==> src/rtl/spi_hs_pkg.sv <==
`timescale 1ns/1ps
package spi_hs_pkg;

  typedef enum logic [1:0] {
    ST_IDLE  = 2'd0,
    ST_WAIT  = 2'd1,
    ST_SHIFT = 2'd2,
    ST_TAIL  = 2'd3
  } seq_state_e;

  // System clocks from the final serial edge to select release.
  function automatic int tail_cycles(input logic cpha, input int div, input int xdly);
    int half_bit;
    half_bit = cpha ? 0 : div + 1;
    return half_bit + 1 + xdly;
  endfunction

endpackage

==> src/rtl/spi_hs_sync.sv <==
`timescale 1ns/1ps
module spi_hs_sync #(
  parameter logic RST_VAL = 1'b1
) (
  input  logic clk,
  input  logic rst_n,
  input  logic d,
  output logic q
);
  logic meta;

  always_ff @(posedge clk or negedge rst_n) begin
    if (!rst_n) begin
      meta <= RST_VAL;
      q    <= RST_VAL;
    end else begin
      meta <= d;
      q    <= meta;
    end
  end
endmodule

==> src/rtl/spi_hs_clkgen.sv <==
`timescale 1ns/1ps
module spi_hs_clkgen #(
  parameter int DIV_W = 8,
  parameter int CNT_W = 6
) (
  input  logic             clk,
  input  logic             rst_n,
  input  logic             run,
  input  logic             cpol,
  input  logic [DIV_W-1:0] div,
  input  logic [CNT_W-1:0] nedges,
  output logic             sclk,
  output logic             edge_tick,
  output logic             edge_lead,
  output logic             edge_first,
  output logic             edge_last
);
  logic [DIV_W-1:0] hcnt;
  logic [CNT_W-1:0] ecnt;

  assign edge_tick  = run && (hcnt == div);
  assign edge_lead  = ~ecnt[0];
  assign edge_first = (ecnt == '0);
  assign edge_last  = (ecnt == nedges - CNT_W'(1));

  always_ff @(posedge clk or negedge rst_n) begin
    if (!rst_n) begin
      hcnt <= '0;
      ecnt <= '0;
      sclk <= 1'b0;
    end else if (!run) begin
      hcnt <= '0;
      ecnt <= '0;
      sclk <= cpol;
    end else if (edge_tick) begin
      hcnt <= '0;
      ecnt <= ecnt + CNT_W'(1);
      sclk <= ~sclk;
    end else begin
      hcnt <= hcnt + DIV_W'(1);
    end
  end
endmodule

==> src/rtl/spi_hs_shifter.sv <==
`timescale 1ns/1ps
module spi_hs_shifter #(
  parameter int MAX_LEN = 16,
  parameter int LEN_W   = 5
) (
  input  logic               clk,
  input  logic               rst_n,
  input  logic               load,
  input  logic [MAX_LEN-1:0] load_data,
  input  logic [LEN_W-1:0]   len,
  input  logic               launch,
  input  logic               sample,
  input  logic               miso,
  output logic               mosi,
  output logic [MAX_LEN-1:0] rx_word
);
  logic [MAX_LEN-1:0] txsh;
  logic [MAX_LEN-1:0] rxsh;

  function automatic logic [MAX_LEN-1:0] align_msb(input logic [MAX_LEN-1:0] d,
                                                   input logic [LEN_W-1:0] n);
    return d << (MAX_LEN - int'(n));
  endfunction

  assign mosi    = txsh[MAX_LEN-1];
  assign rx_word = rxsh;

  always_ff @(posedge clk or negedge rst_n) begin
    if (!rst_n) begin
      txsh <= '0;
      rxsh <= '0;
    end else if (load) begin
      txsh <= align_msb(load_data, len);
      rxsh <= '0;
    end else begin
      if (launch) txsh <= {txsh[MAX_LEN-2:0], 1'b0};
      if (sample) rxsh <= {rxsh[MAX_LEN-2:0], miso};
    end
  end
endmodule

==> src/rtl/spi_hs_seq.sv <==
`timescale 1ns/1ps
module spi_hs_seq
  import spi_hs_pkg::*;
#(
  parameter int DIV_W   = 8,
  parameter int XDLY_W  = 5,
  parameter int MAX_LEN = 16
) (
  input  logic               clk,
  input  logic               rst_n,
  input  logic               tx_valid,
  input  logic               cfg_cpha,
  input  logic [DIV_W-1:0]   cfg_div,
  input  logic [XDLY_W-1:0]  cfg_xdly,
  input  logic               cfg_hold,
  input  logic               cfg_five_pin,
  input  logic               ena_ok,
  input  logic               edge_tick,
  input  logic               edge_last,
  input  logic [MAX_LEN-1:0] rx_word,
  output logic               tx_ready,
  output logic               load,
  output logic               run,
  output logic               cs_n,
  output logic               busy,
  output logic               rx_valid,
  output logic [MAX_LEN-1:0] rx_data,
  output logic               en_stall
);
  localparam int TW = DIV_W + XDLY_W + 1;

  seq_state_e    st;
  logic [TW-1:0] tcnt;
  logic          tail_done;
  logic          accept;

  assign tail_done = (st == ST_TAIL) && (tcnt == '0);
  assign tx_ready  = (st == ST_IDLE) || (tail_done && cfg_hold);
  assign accept    = tx_valid && tx_ready;
  assign load      = accept;
  assign run       = (st == ST_SHIFT);
  assign busy      = (st != ST_IDLE);
  assign en_stall  = (st == ST_WAIT) && cfg_five_pin && !ena_ok;

  always_ff @(posedge clk or negedge rst_n) begin
    if (!rst_n) begin
      st       <= ST_IDLE;
      tcnt     <= '0;
      cs_n     <= 1'b1;
      rx_valid <= 1'b0;
      rx_data  <= '0;
    end else begin
      rx_valid <= 1'b0;
      case (st)
        ST_IDLE: begin
          if (accept) begin
            cs_n <= 1'b0;
            st   <= ST_WAIT;
          end
        end
        ST_WAIT: begin
          if (!en_stall) st <= ST_SHIFT;
        end
        ST_SHIFT: begin
          if (edge_tick && edge_last) begin
            st   <= ST_TAIL;
            tcnt <= TW'(tail_cycles(cfg_cpha, int'(cfg_div), int'(cfg_xdly)) - 1);
          end
        end
        ST_TAIL: begin
          if (tcnt != '0) begin
            tcnt <= tcnt - TW'(1);
          end else begin
            rx_valid <= 1'b1;
            rx_data  <= rx_word;
            if (accept) begin
              st <= ST_WAIT;
            end else begin
              cs_n <= 1'b1;
              st   <= ST_IDLE;
            end
          end
        end
        default: st <= ST_IDLE;
      endcase
    end
  end
endmodule

==> src/rtl/spi_hs_master.sv <==
`timescale 1ns/1ps
module spi_hs_master #(
  parameter int DIV_W   = 8,
  parameter int MAX_LEN = 16,
  parameter int XDLY_W  = 5,
  parameter int LEN_W   = $clog2(MAX_LEN + 1)
) (
  input  logic               clk,
  input  logic               rst_n,
  input  logic               cfg_cpol,
  input  logic               cfg_cpha,
  input  logic [DIV_W-1:0]   cfg_div,
  input  logic [LEN_W-1:0]   cfg_len,
  input  logic [XDLY_W-1:0]  cfg_xdly,
  input  logic               cfg_hold,
  input  logic               cfg_five_pin,
  input  logic               tx_valid,
  output logic               tx_ready,
  input  logic [MAX_LEN-1:0] tx_data,
  output logic               rx_valid,
  output logic [MAX_LEN-1:0] rx_data,
  output logic               busy,
  output logic               sclk,
  output logic               mosi,
  input  logic               miso,
  output logic               cs_n,
  input  logic               ena_n
);
  localparam int CNT_W = LEN_W + 1;

  logic               ena_s;
  logic               ena_ok;
  logic               shifting;
  logic               load;
  logic               en_stall;
  logic               edge_tick;
  logic               edge_lead;
  logic               edge_first;
  logic               edge_last;
  logic               launch;
  logic               sample;
  logic [MAX_LEN-1:0] rx_word;
  logic [CNT_W-1:0]   nedges;

  assign ena_ok = ~ena_s;
  assign nedges = {cfg_len, 1'b0};
  assign launch = edge_tick && (cfg_cpha ? (edge_lead && !edge_first)
                                         : (!edge_lead && !edge_last));
  assign sample = edge_tick && (cfg_cpha ? !edge_lead : edge_lead);

  spi_hs_sync #(.RST_VAL(1'b1)) u_sync (
    .clk(clk), .rst_n(rst_n), .d(ena_n), .q(ena_s)
  );

  spi_hs_clkgen #(.DIV_W(DIV_W), .CNT_W(CNT_W)) u_clkgen (
    .clk(clk), .rst_n(rst_n), .run(shifting), .cpol(cfg_cpol),
    .div(cfg_div), .nedges(nedges), .sclk(sclk),
    .edge_tick(edge_tick), .edge_lead(edge_lead),
    .edge_first(edge_first), .edge_last(edge_last)
  );

  spi_hs_shifter #(.MAX_LEN(MAX_LEN), .LEN_W(LEN_W)) u_shift (
    .clk(clk), .rst_n(rst_n), .load(load), .load_data(tx_data),
    .len(cfg_len), .launch(launch), .sample(sample), .miso(miso),
    .mosi(mosi), .rx_word(rx_word)
  );

  spi_hs_seq #(.DIV_W(DIV_W), .XDLY_W(XDLY_W), .MAX_LEN(MAX_LEN)) u_seq (
    .clk(clk), .rst_n(rst_n), .tx_valid(tx_valid), .cfg_cpha(cfg_cpha),
    .cfg_div(cfg_div), .cfg_xdly(cfg_xdly), .cfg_hold(cfg_hold),
    .cfg_five_pin(cfg_five_pin), .ena_ok(ena_ok), .edge_tick(edge_tick),
    .edge_last(edge_last), .rx_word(rx_word), .tx_ready(tx_ready),
    .load(load), .run(shifting), .cs_n(cs_n), .busy(busy),
    .rx_valid(rx_valid), .rx_data(rx_data), .en_stall(en_stall)
  );
endmodule

==> config.mk <==
export PLATFORM = sky130hd
export DESIGN_NAME = spi_hs_master
export DESIGN_NICKNAME = d
export VERILOG_FILES = /design/src/rtl/spi_hs_pkg.sv /design/src/rtl/spi_hs_sync.sv /design/src/rtl/spi_hs_clkgen.sv /design/src/rtl/spi_hs_shifter.sv /design/src/rtl/spi_hs_seq.sv /design/src/rtl/spi_hs_master.sv
export SDC_FILE = /design/constraint.sdc
export NUM_CORES = 1
export LEC_CHECK = 0
export BUFFER_PORTS_ARGS = -buffer_cell sky130_fd_sc_hd__buf_2
export CAP_MARGIN = 20
export CORE_MARGIN = 5
export CORE_UTILIZATION = 60
export DETAILED_ROUTE_END_ITERATION = 12
export GPL_ROUTABILITY_DRIVEN = 0
export PLACE_DENSITY = 0.85
export SYNTH_ARGS = -nofsm -noshare
export SYNTH_HDL_FRONTEND = slang
export SYNTH_HIERARCHICAL = 1
export SYNTH_SLANG_ARGS = --single-unit
==> constraint.sdc <==
create_clock -name clk -period 2.9 [get_ports clk]
set_input_delay 0.145 -clock clk [delete_from_list [all_inputs] [get_ports clk]]
set_output_delay 0.145 -clock clk [all_outputs]
set_load 0.005 [all_outputs]
== After elaboration in Yosys (flattened, before gate mapping) ==
Index checks and enable logic that the tools add are counted.

* Register bits after elaboration: 83
* Logic and storage cells: 92
* Input bits: 43

* Equal/unequal tests: 12
* Shifts and indexed selects: 1
* Reduce and logical (&&, ||, !) cells: 27
* Multiplexer cells: 28
* Bitwise gates (word level): 3
* Add/sub/neg operators: 9

{| class="wikitable"
|+ Operators with widths
! operator !! number
|-
| $mux 16 || 4
|-
| $mux 14 || 3
|-
| $shl 16x32->16 || 1
|-
| $pmux 14 s2 || 1
|-
| $mux 8 || 2
|-
| $add 14x2->14 const B || 1
|-
| $add 14x6->14 || 1
|-
| $logic_not 14->1 || 1
|-
| $reduce_bool 14->1 || 1
|-
| $sub 14x1->14 const B || 1
|-
| $sub 14x2->14 const B || 1
|-
| $mux 6 || 2
|-
| $ne 2x2->1 const B || 6
|-
| $logic_and 1x1->1 || 11
|-
| $mux 1 || 10
|-
| $reduce_bool 2->1 || 5
|-
| $add 8x1->9 const B || 1
|-
| $add 8x1->8 const B || 1
|-
| $eq 8x8->1 || 1
|-
| $mux 2 || 4
|-
| $pmux 2 s4 || 1
|-
| $reduce_and 4->1 || 2
|-
| $add 6x1->6 const B || 1
|-
| $eq 6x6->1 || 1
|-
| 13 further kinds || 17
|}

== Logic depth before layout (Yosys ltp) ==
Gate-level depths: netlist (run 1).

* Depth in word-level cells: 8
* Gate-level depth with buffers: 13
* Gate-level depth less buffers: 12

== Cells and area by module ==
The synthesis (run 1) kept the hierarchy.

{| class="wikitable"
|+ Modules (own cells, without submodules)
! module !! area each (um2) !! times used !! seq. area each (um2) !! cells each
|-
| spi_hs_shifter || 2322.2 || 1 || 800.8 || 249
|-
| spi_hs_seq || 2243.4 || 1 || 852.1 || 229
|-
| spi_hs_clkgen || 1008.5 || 1 || 375.4 || 110
|-
| spi_hs_sync || 52.6 || 1 || 52.6 || 2
|-
| spi_hs_master || 43.8 || 1 || 0.0 || 7
|}

== Worst setup path after synthesis (run 1) ==
OpenSTA, ideal clock, no wires.

* Path kind: flip-flop to flip-flop
* Start: register u_seq.tcnt[9]
* End: register u_shift.txsh[15]
* Stages on the path, launching flop included: 12
* Clock period less this slack: 2629 ps
* Setup time: 82 ps
* Arrival time: 2547 ps
* Path slack: 271 ps
* Path through: dfrtp_1 > buf_6 > or4_4 > nor3_4 > a31oi_1 > nor2_1 > clkbuf_1 > nor2b_1 > mux2_4 > nand3_4 > o32a_1 > a31oi_1

* Longest elaborated chain between the ends: 6
* Elaborated cells between the ends (all ways): 7
* Classes of those cells: mux: 1; reduce/logical: 6

{| class="wikitable"
|+ Ends and longest elaborated chain
! what !! line !! RTL
|-
| start, declared || spi_hs_seq.sv:33 || <nowiki>logic [TW-1:0] tcnt;</nowiki>
|-
| start signal, assigned || spi_hs_seq.sv:67 || <nowiki>tcnt <= TW'(tail_cycles(cfg_cpha, int'(cfg_div), int'(cfg_xdly)) - 1);</nowiki>
|-
| start signal, assigned || spi_hs_seq.sv:72 || <nowiki>tcnt <= tcnt - TW'(1);</nowiki>
|-
| $logic_not 14->1 (*) || spi_hs_seq.sv:37 || <nowiki>assign tail_done = (st == ST_TAIL) && (tcnt == '0);</nowiki>
|-
| $logic_and 1x1->1 (*) || spi_hs_seq.sv:37 ||
|-
| $logic_and 1x1->1 (*) || spi_hs_seq.sv:38 || <nowiki>assign tx_ready = (st == ST_IDLE) || (tail_done && cfg_hold);</nowiki>
|-
| $logic_or 1x1->1 (*) || spi_hs_seq.sv:38 ||
|-
| $logic_and 1x1->1 (*) || spi_hs_seq.sv:39 || <nowiki>assign accept = tx_valid && tx_ready;</nowiki>
|-
| net load || spi_hs_master.sv:34 || <nowiki>logic load;</nowiki>
|-
| $mux 16 / $reduce_bool 2->1 (equally long branches) || - ||
|-
| end signal, assigned || spi_hs_shifter.sv:33 || <nowiki>txsh <= align_msb(load_data, len);</nowiki>
|-
| end signal, assigned || spi_hs_shifter.sv:36 || <nowiki>if (launch) txsh <= {txsh[MAX_LEN-2:0], 1'b0};</nowiki>
|-
| end, declared || spi_hs_shifter.sv:17 || <nowiki>logic [MAX_LEN-1:0] txsh;</nowiki>
|}

The timed path passes the listed nets; every way through them passes the cells marked *.
A chain may end at the register's enable or synchronous reset.

== Final worst setup path (run 1) ==
* Start: register u_seq.tcnt[9]
* End: register u_shift.txsh[10]

Same word-level chain as after synthesis.

==> results.cfg, run 1 <==
[global_routing]
grt_max_degree = 84
grt_pass1_vias = 4879
grt.total_usage_pct = 24.0
grt_pass1_wl_mm = 22.5
antenna_found_initial = 0
grt_overflow_total = 0

[power_and_ir_drop]
combinationalPowerShare_pct = 38.1
cellInternalPower_mw = 2.25
irDropWorstVdd_v = 0.000466
p_switching_mw = 1.45
power_leakage_nw = 2.86
clkPwrFrac_pct = 22.2
powerDensity_mw_per_mm2 = 578
seqPwrFrac_pct = 39.7
switching_share_pct = 39.3

[clock_tree]
cts_tree = yes
path_clk_slew_ns = 0.10
cts_buffers = 9
cts_max_level = 3
cts_buffer_depth = 2
clock_latency_ns = 0.37
cts-root-buf = clkbuf_8
post_cts.repair.setup_buffers = 0
cts.sinks = 83

[worst_setup_path]
arrival_ns = 3.06
r2r-start = u_seq/tcnt[9]
reg2reg_depth = 9
r2r_slack_ns = 0.12
crit_fanout = 8
endpoint_kind = flip-flop
cp.required_ns = 3.18
cp-start-kind = flip-flop
rr_endpoint = u_shift/txsh[10]
path_class = reg2reg

[logic_synthesis]
ys_warn_count = 6
synth_top_area_share_pct = 35.3
ys_ff_latch = 83
synth_flop_cell = dfrtp_1
synth_cells = 597
async_flop_share_pct = 100
synth_top_area_cell = dfrtp_1
synth_edf_count = 0
yosysUniqueCellTypes = 84
synth.area.top_cells = dfrtp_1 (35%), mux2i_1 (6.9%), nor2_1 (4.2%)
yosysSeqAreaShare_pct = 36.7
syn_area_per_cell_um2 = 9.50
netlist_area_mm2 = 0.00567

[flow_run]
drv_cap = 0

[timing]
hold_viol_final = 0
tightest_slew_ns = 0.576
fin_crit_sh_pct = 95.8
period_needed_ns = 2.78
skew_ns = 0.0170
setup_slack_ns = 0.122
setup_viol = 0
timing.fmax_ghz = 0.360
maxSlewViolCount = 0
slew_headroom_pct = 61.3

[die]
die_h_um = 107
num_rows = 35
ios = 65
core_area_mm2 = 0.00924
initial_utilization_pct = 61.4
die-width_um = 107
fp.dieArea_mm2 = 0.0115

[placement]
dp_slack_ns = -0.0812
numPortBuffers = 64
dpl.hpwl_mm = 9.67

[drt]
vias_per_cell = 6.20
wirelength_mm = 13.5
antenna_left = 0
detail_route.wl_per_cell_um = 16.9
routed-via-count = 4979
first_pass_iters = 7
drt_iter0_drc = 450
drc = 0

[cells_and_area]
nets = 729
n_antenna_cell = 0
drive_gt1_share_pct = 23.1
final_util_pct = 69.3
syn_to_final_growth_pct = 12.9

[worst_hold_path]
hold_start = miso
hold_depth = 3
holdPathEnd = u_shift/rx_word[0]
hp-class = in2reg

[run_status]
status = completed
-- Yosys cell counts, types with 8 or more instances --
library cell,number
dfrtp_1,80
nor2_1,64
mux2i_1,39
a21oi_1,36
inv_1,33
nand2_1,25
o21ai_0,22
nand3_1,17
ha_1,16
xnor2_1,16
nor3_1,15
clkbuf_1,12
xor2_1,12
mux2_2,11
nor2b_1,11
o2bb2ai_1,11
a31oi_1,10
mux2_4,10
o22ai_1,9
nand4_1,8
-- worst max-delay path, stage by stage (launching register included) --
cell and delay (ns):
dfrtp_2 0.48, or4_4 0.59, nor3_4 0.19, a31oi_1 0.16, nor2_2 0.18, nor2b_2 0.21, mux2_4 0.24, nand3_1 0.15
o32ai_2 0.31, a2bb2oi_1 0.20
-- worst max path at each step --
| stage | from | endpoint | slack (ns) | cells past startpoint |
|---|---|---|---|---|
| final | u_seq/tcnt[9] | u_shift/txsh[10] | 0.12 | 9 |
| after global routing | u_seq/tcnt[9] | u_shift/txsh[10] | -0.03 | 9 |
| after CTS | u_clkgen/ecnt[4] | u_seq/tcnt[11] | 0.17 | 9 |
| after detailed placement | cfg_len[0] | u_seq/tcnt[11] | -0.08 | 13 |
| after global placement | cfg_len[0] | u_seq/tcnt[11] | 0.22 | 13 |
| after floorplan | u_seq/tcnt[9] | u_shift/txsh[15] | 0.27 | 11 |
-- cell families (layout without fill, tap and decap cells) --
| logic type | after synthesis | after routing | synth area share, % |
|---|---|---|---|
| simple gates | 190 | 190 | 17.8 |
| compound gates | 148 | 148 | 18.0 |
| flops | 83 | 83 | 36.7 |
| buf+inv | 65 | 139 | 5.67 |
| mux | 62 | 62 | 12.5 |
| xor+xnor | 31 | 31 | 5.38 |
| fa+ha+maj | 17 | 17 | 3.88 |
| other cells | 1 | 4 | 0.0661 |
-- power groups by stage --
stage                     Clock (mW)  Sequential (mW)  Combinational, mW
final                          0.820             1.47               1.41
after global routing           0.886             1.49               1.57
after CTS                      0.833             1.46               1.39
after detailed placement           0             1.48               1.36
after global placement             0             1.47               1.31
after floorplan                    0             1.45              0.978
-- timing repair --
action | CTS | global route
endpoints found under the hold margin | 79 | 0
gates resized for setup | 0 | 5
setup endpoints to repair | 0 | 3
hold buffers | 3 | 0
-- metrics by stage --
step                      power (mW)  cells  TNS [ns]  hold slack, ns  cell area (um2)
after detailed placement        2.85    783   -0.0812           0.254             6130
after CTS                       3.68    802         0          0.0493             6350
after global placement          2.78    783         0           0.254             6130
after floorplan                 2.43    600         0          -0.151             5680
final                           3.70    803         0          0.0498             6400
after global routing            3.94    803   -0.0276          0.0409             6400
-- cell type report --
cell class                 instances  area (um2)
clock inverter                     7        66.3
inverter                          34         128
tap                              129         161
timing repair buffer              89         538
clock buffer                       9         124
multi-input combinational        452        3300
fill                             720        2840
sequential                        83        2080
-- registers in the layout (all words and copies together), names as in the netlist --
name,flops
u_clkgen/ecnt,6
u_clkgen/hcnt,8
u_clkgen/sclk,1
u_seq/cs_n,1
u_seq/rx_data,16
u_seq/rx_valid,1
u_seq/st,2
u_seq/tcnt,14
u_shift/rx_word,16
u_shift/txsh,16
u_sync/meta,1
u_sync/q,1
-- placed cells by master, fill, tap and decap left out, drive strengths merged, types with 10 or more instances in the layout --
master   count
xor2        13
nand2       25
o21ai       26
a21oi       37
dfrtp       80
nand3       19
mux2i       39
o2bb2ai     11
nor2b       11
a31oi       10
inv         39
xnor2       18
mux2        21
buf         86
nor2        64
ha          16
nor3        16
-- per-layer routing --
layer | GRT usage, % | vias to the layer above | part of all wire, % | routed length (um)
met2 | 41.4 | 232 | 50 | 6810
met3 | 4.27 | 51 | 6.0 | 808
li1 | - | 2320 | - | -
met5 | 0 | - | 0 | 0
met4 | 9.77 | 0 | 3.4 | 461
met1 | 29.5 | 2376 | 40 | 5460
No activity file was read; power rests on OpenSTA's default activity.
==> inputs of run 2 (changes only) <==
--- a/config.mk
+++ b/config.mk
@@ -12,6 +12,7 @@
 export DETAILED_ROUTE_END_ITERATION = 12
 export GPL_ROUTABILITY_DRIVEN = 0
 export PLACE_DENSITY = 0.85
+export REMOVE_ABC_BUFFERS = 1
 export SYNTH_ARGS = -nofsm -noshare
 export SYNTH_HDL_FRONTEND = slang
 export SYNTH_HIERARCHICAL = 1
==> run 2 against run 1 <==
Total power rose by 1.4%. Critical path depth rose by 2. Clock skew fell by 0.0059 ns. Cell count did not move. Clock-buffer cell count did not move. Sequential cell count did not move.
==> results.cfg, run 2 (synthesis results as in run 1) <==
[run_status]
status = completed

[die]
die_h_um = 107
fp.dieArea_mm2 = 0.0115
initial_utilization_pct = 61.4
core_area_mm2 = 0.00924
num_rows = 35
die-width_um = 107
ios = 65

[placement]
dpl.hpwl_mm = 9.48
numPortBuffers = 64
dp_slack_ns = 0.191
placed_area_mm2 = 0.00613

[power_and_ir_drop]
powerDensity_mw_per_mm2 = 586
power_leakage_nw = 2.86
p_switching_mw = 1.44
cellInternalPower_mw = 2.32
switching_share_pct = 38.2
irDropWorstVdd_v = 0.000327
seqPwrFrac_pct = 38.9
clkPwrFrac_pct = 23.6
combinationalPowerShare_pct = 37.6
finalPower_mw = 3.75

[worst_setup_path]
critPathMaxStageDelay_ns = 0.42
reg2reg_depth = 11
r2r_slack_ns = 0.12
crit_start = u_seq/tcnt[0]
arrival_ns = 3.03
crit_fanout = 33
cpMaxStageDelayCell = or2_2
cp_num_buf_inv = 2
cp.required_ns = 3.15
path_class = reg2reg
endpoint_kind = flip-flop
path_cells = inv_1 -> ha_1 -> nor2b_1 -> and3_2 -> a31oi_1 -> nor2_2 -> buf_4 -> or2_2 -> nor2_1 -> nor3_1 -> a31o_1
cp-start-kind = flip-flop
rr_endpoint = u_shift/txsh[12]
cp_top_family = simple AND/OR/NAND/NOR gates
r2r-start = u_seq/tcnt[0]

[clock_tree]
cts.sinks = 83
cts_buffers = 9
cts_tree = yes
cts_buffer_depth = 2
clock_latency_ns = 0.36
path_clk_slew_ns = 0.10
cts_max_level = 3
cts-root-buf = clkbuf_8

[drt]
first_pass_iters = 5
drc = 0
drt_iter0_drc = 260
routed-via-count = 4838
vias_per_cell = 6.02
wirelength_mm = 13.2
detail_route.wl_per_cell_um = 16.4
antenna_left = 0

[global_routing]
grt_max_degree = 84
antenna_found_initial = 0
grt_pass1_vias = 4659
grt_pass1_wl_mm = 22.1
grt.total_usage_pct = 23.3
grt_overflow_total = 0

[cells_and_area]
layout_commonest_cell = dfrtp_1
syn_to_final_growth_pct = 13.0
nets = 729
drive_gt1_share_pct = 22.8
layout_common_cells = dfrtp_1 (79), buf_2 (63), nor2_1 (63), mux2i_1 (39), a21oi_1 (36)
n_antenna_cell = 0
final_area_mm2 = 0.00641

[worst_hold_path]
holdPathEnd = u_clkgen/sclk
hp-class = in2reg
hold_depth = 3
hold_start = cfg_cpol

[timing]
setup_viol = 0
fin_crit_sh_pct = 95.8
setup_slack_ns = 0.122
maxSlewViolCount = 0
timing.fmax_ghz = 0.360
skew_ns = 0.0111
period_needed_ns = 2.78
rsz0062_at_grt = false
hold_viol_final = 0

[flow_run]
drv_cap = 0
## run 2: power by group through the flow
stage	Combinational, mW	Sequential [mW]	Clock, mW
final	1.41	1.46	0.884
after global routing	1.56	1.49	0.956
after CTS	1.38	1.46	0.898
after detailed placement	1.36	1.48	0
after global placement	1.31	1.47	0
after floorplan	0.915	1.45	0
## run 2: how the worst max path moves through the flow
stage	end	cells after the start	slack, ns
6_report	u_shift/txsh[12]	11	0.12
5_1_grt	u_shift/txsh[14]	11	0.02
4_1_cts	u_shift/txsh[10]	9	0.15
3_5_place_dp	u_seq/tcnt[11]	12	0.19
3_3_place_gp	u_seq/tcnt[11]	12	0.30
2_1_floorplan	u_shift/txsh[10]	10	-0.75
## run 2: routing by layer
metal | GRT usage (%) | up-vias | wire [um]
met4 | 6.03 | 0 | 145
met3 | 3.85 | 17 | 931
li1 | - | 2306 | -
met1 | 33.0 | 2321 | 5890
met5 | 0 | - | 0
met2 | 37.2 | 194 | 6240
## run 2: per-stage QoR
step           utilization [%]  TNS [ns]  cells  hold WS, ns
5_1_grt                   69.4         0    803       0.0477
3_3_place_gp              66.4         0    783        0.251
2_1_floorplan                -     -8.57    569       -0.151
3_5_place_dp              66.4         0    783        0.252
6_report                  69.4         0    803       0.0395
4_1_cts                   69.0         0    802       0.0262
## run 2: worst reg2reg max path, stage by stage, from the launching register on
cell,delay (ns)
dfrtp_1,0.40
inv_1,0.08
ha_1,0.23
nor2b_1,0.17
and3_2,0.24
a31oi_1,0.35
nor2_2,0.09
buf_4,0.25
or2_2,0.42
nor2_1,0.16
nor3_1,0.08
a31o_1,0.20
## run 2: final cells by class
cell class / instances / area (um2)
timing repair buffer: 89 / 538
fill: 720 / 2830
multi-input combinational: 452 / 3290
clock buffer: 9 / 124
tap: 129 / 161
inverter: 34 / 128
clock inverter: 7 / 85.1
sequential: 83 / 2080
## run 2: what timing repair did
action                                  CTS  global route
hold buffers                              3             0
buffers inserted                          0             0
endpoints found under the hold margin    39             0
endpoints found under the setup margin    0             1
resized for setup                         0             3
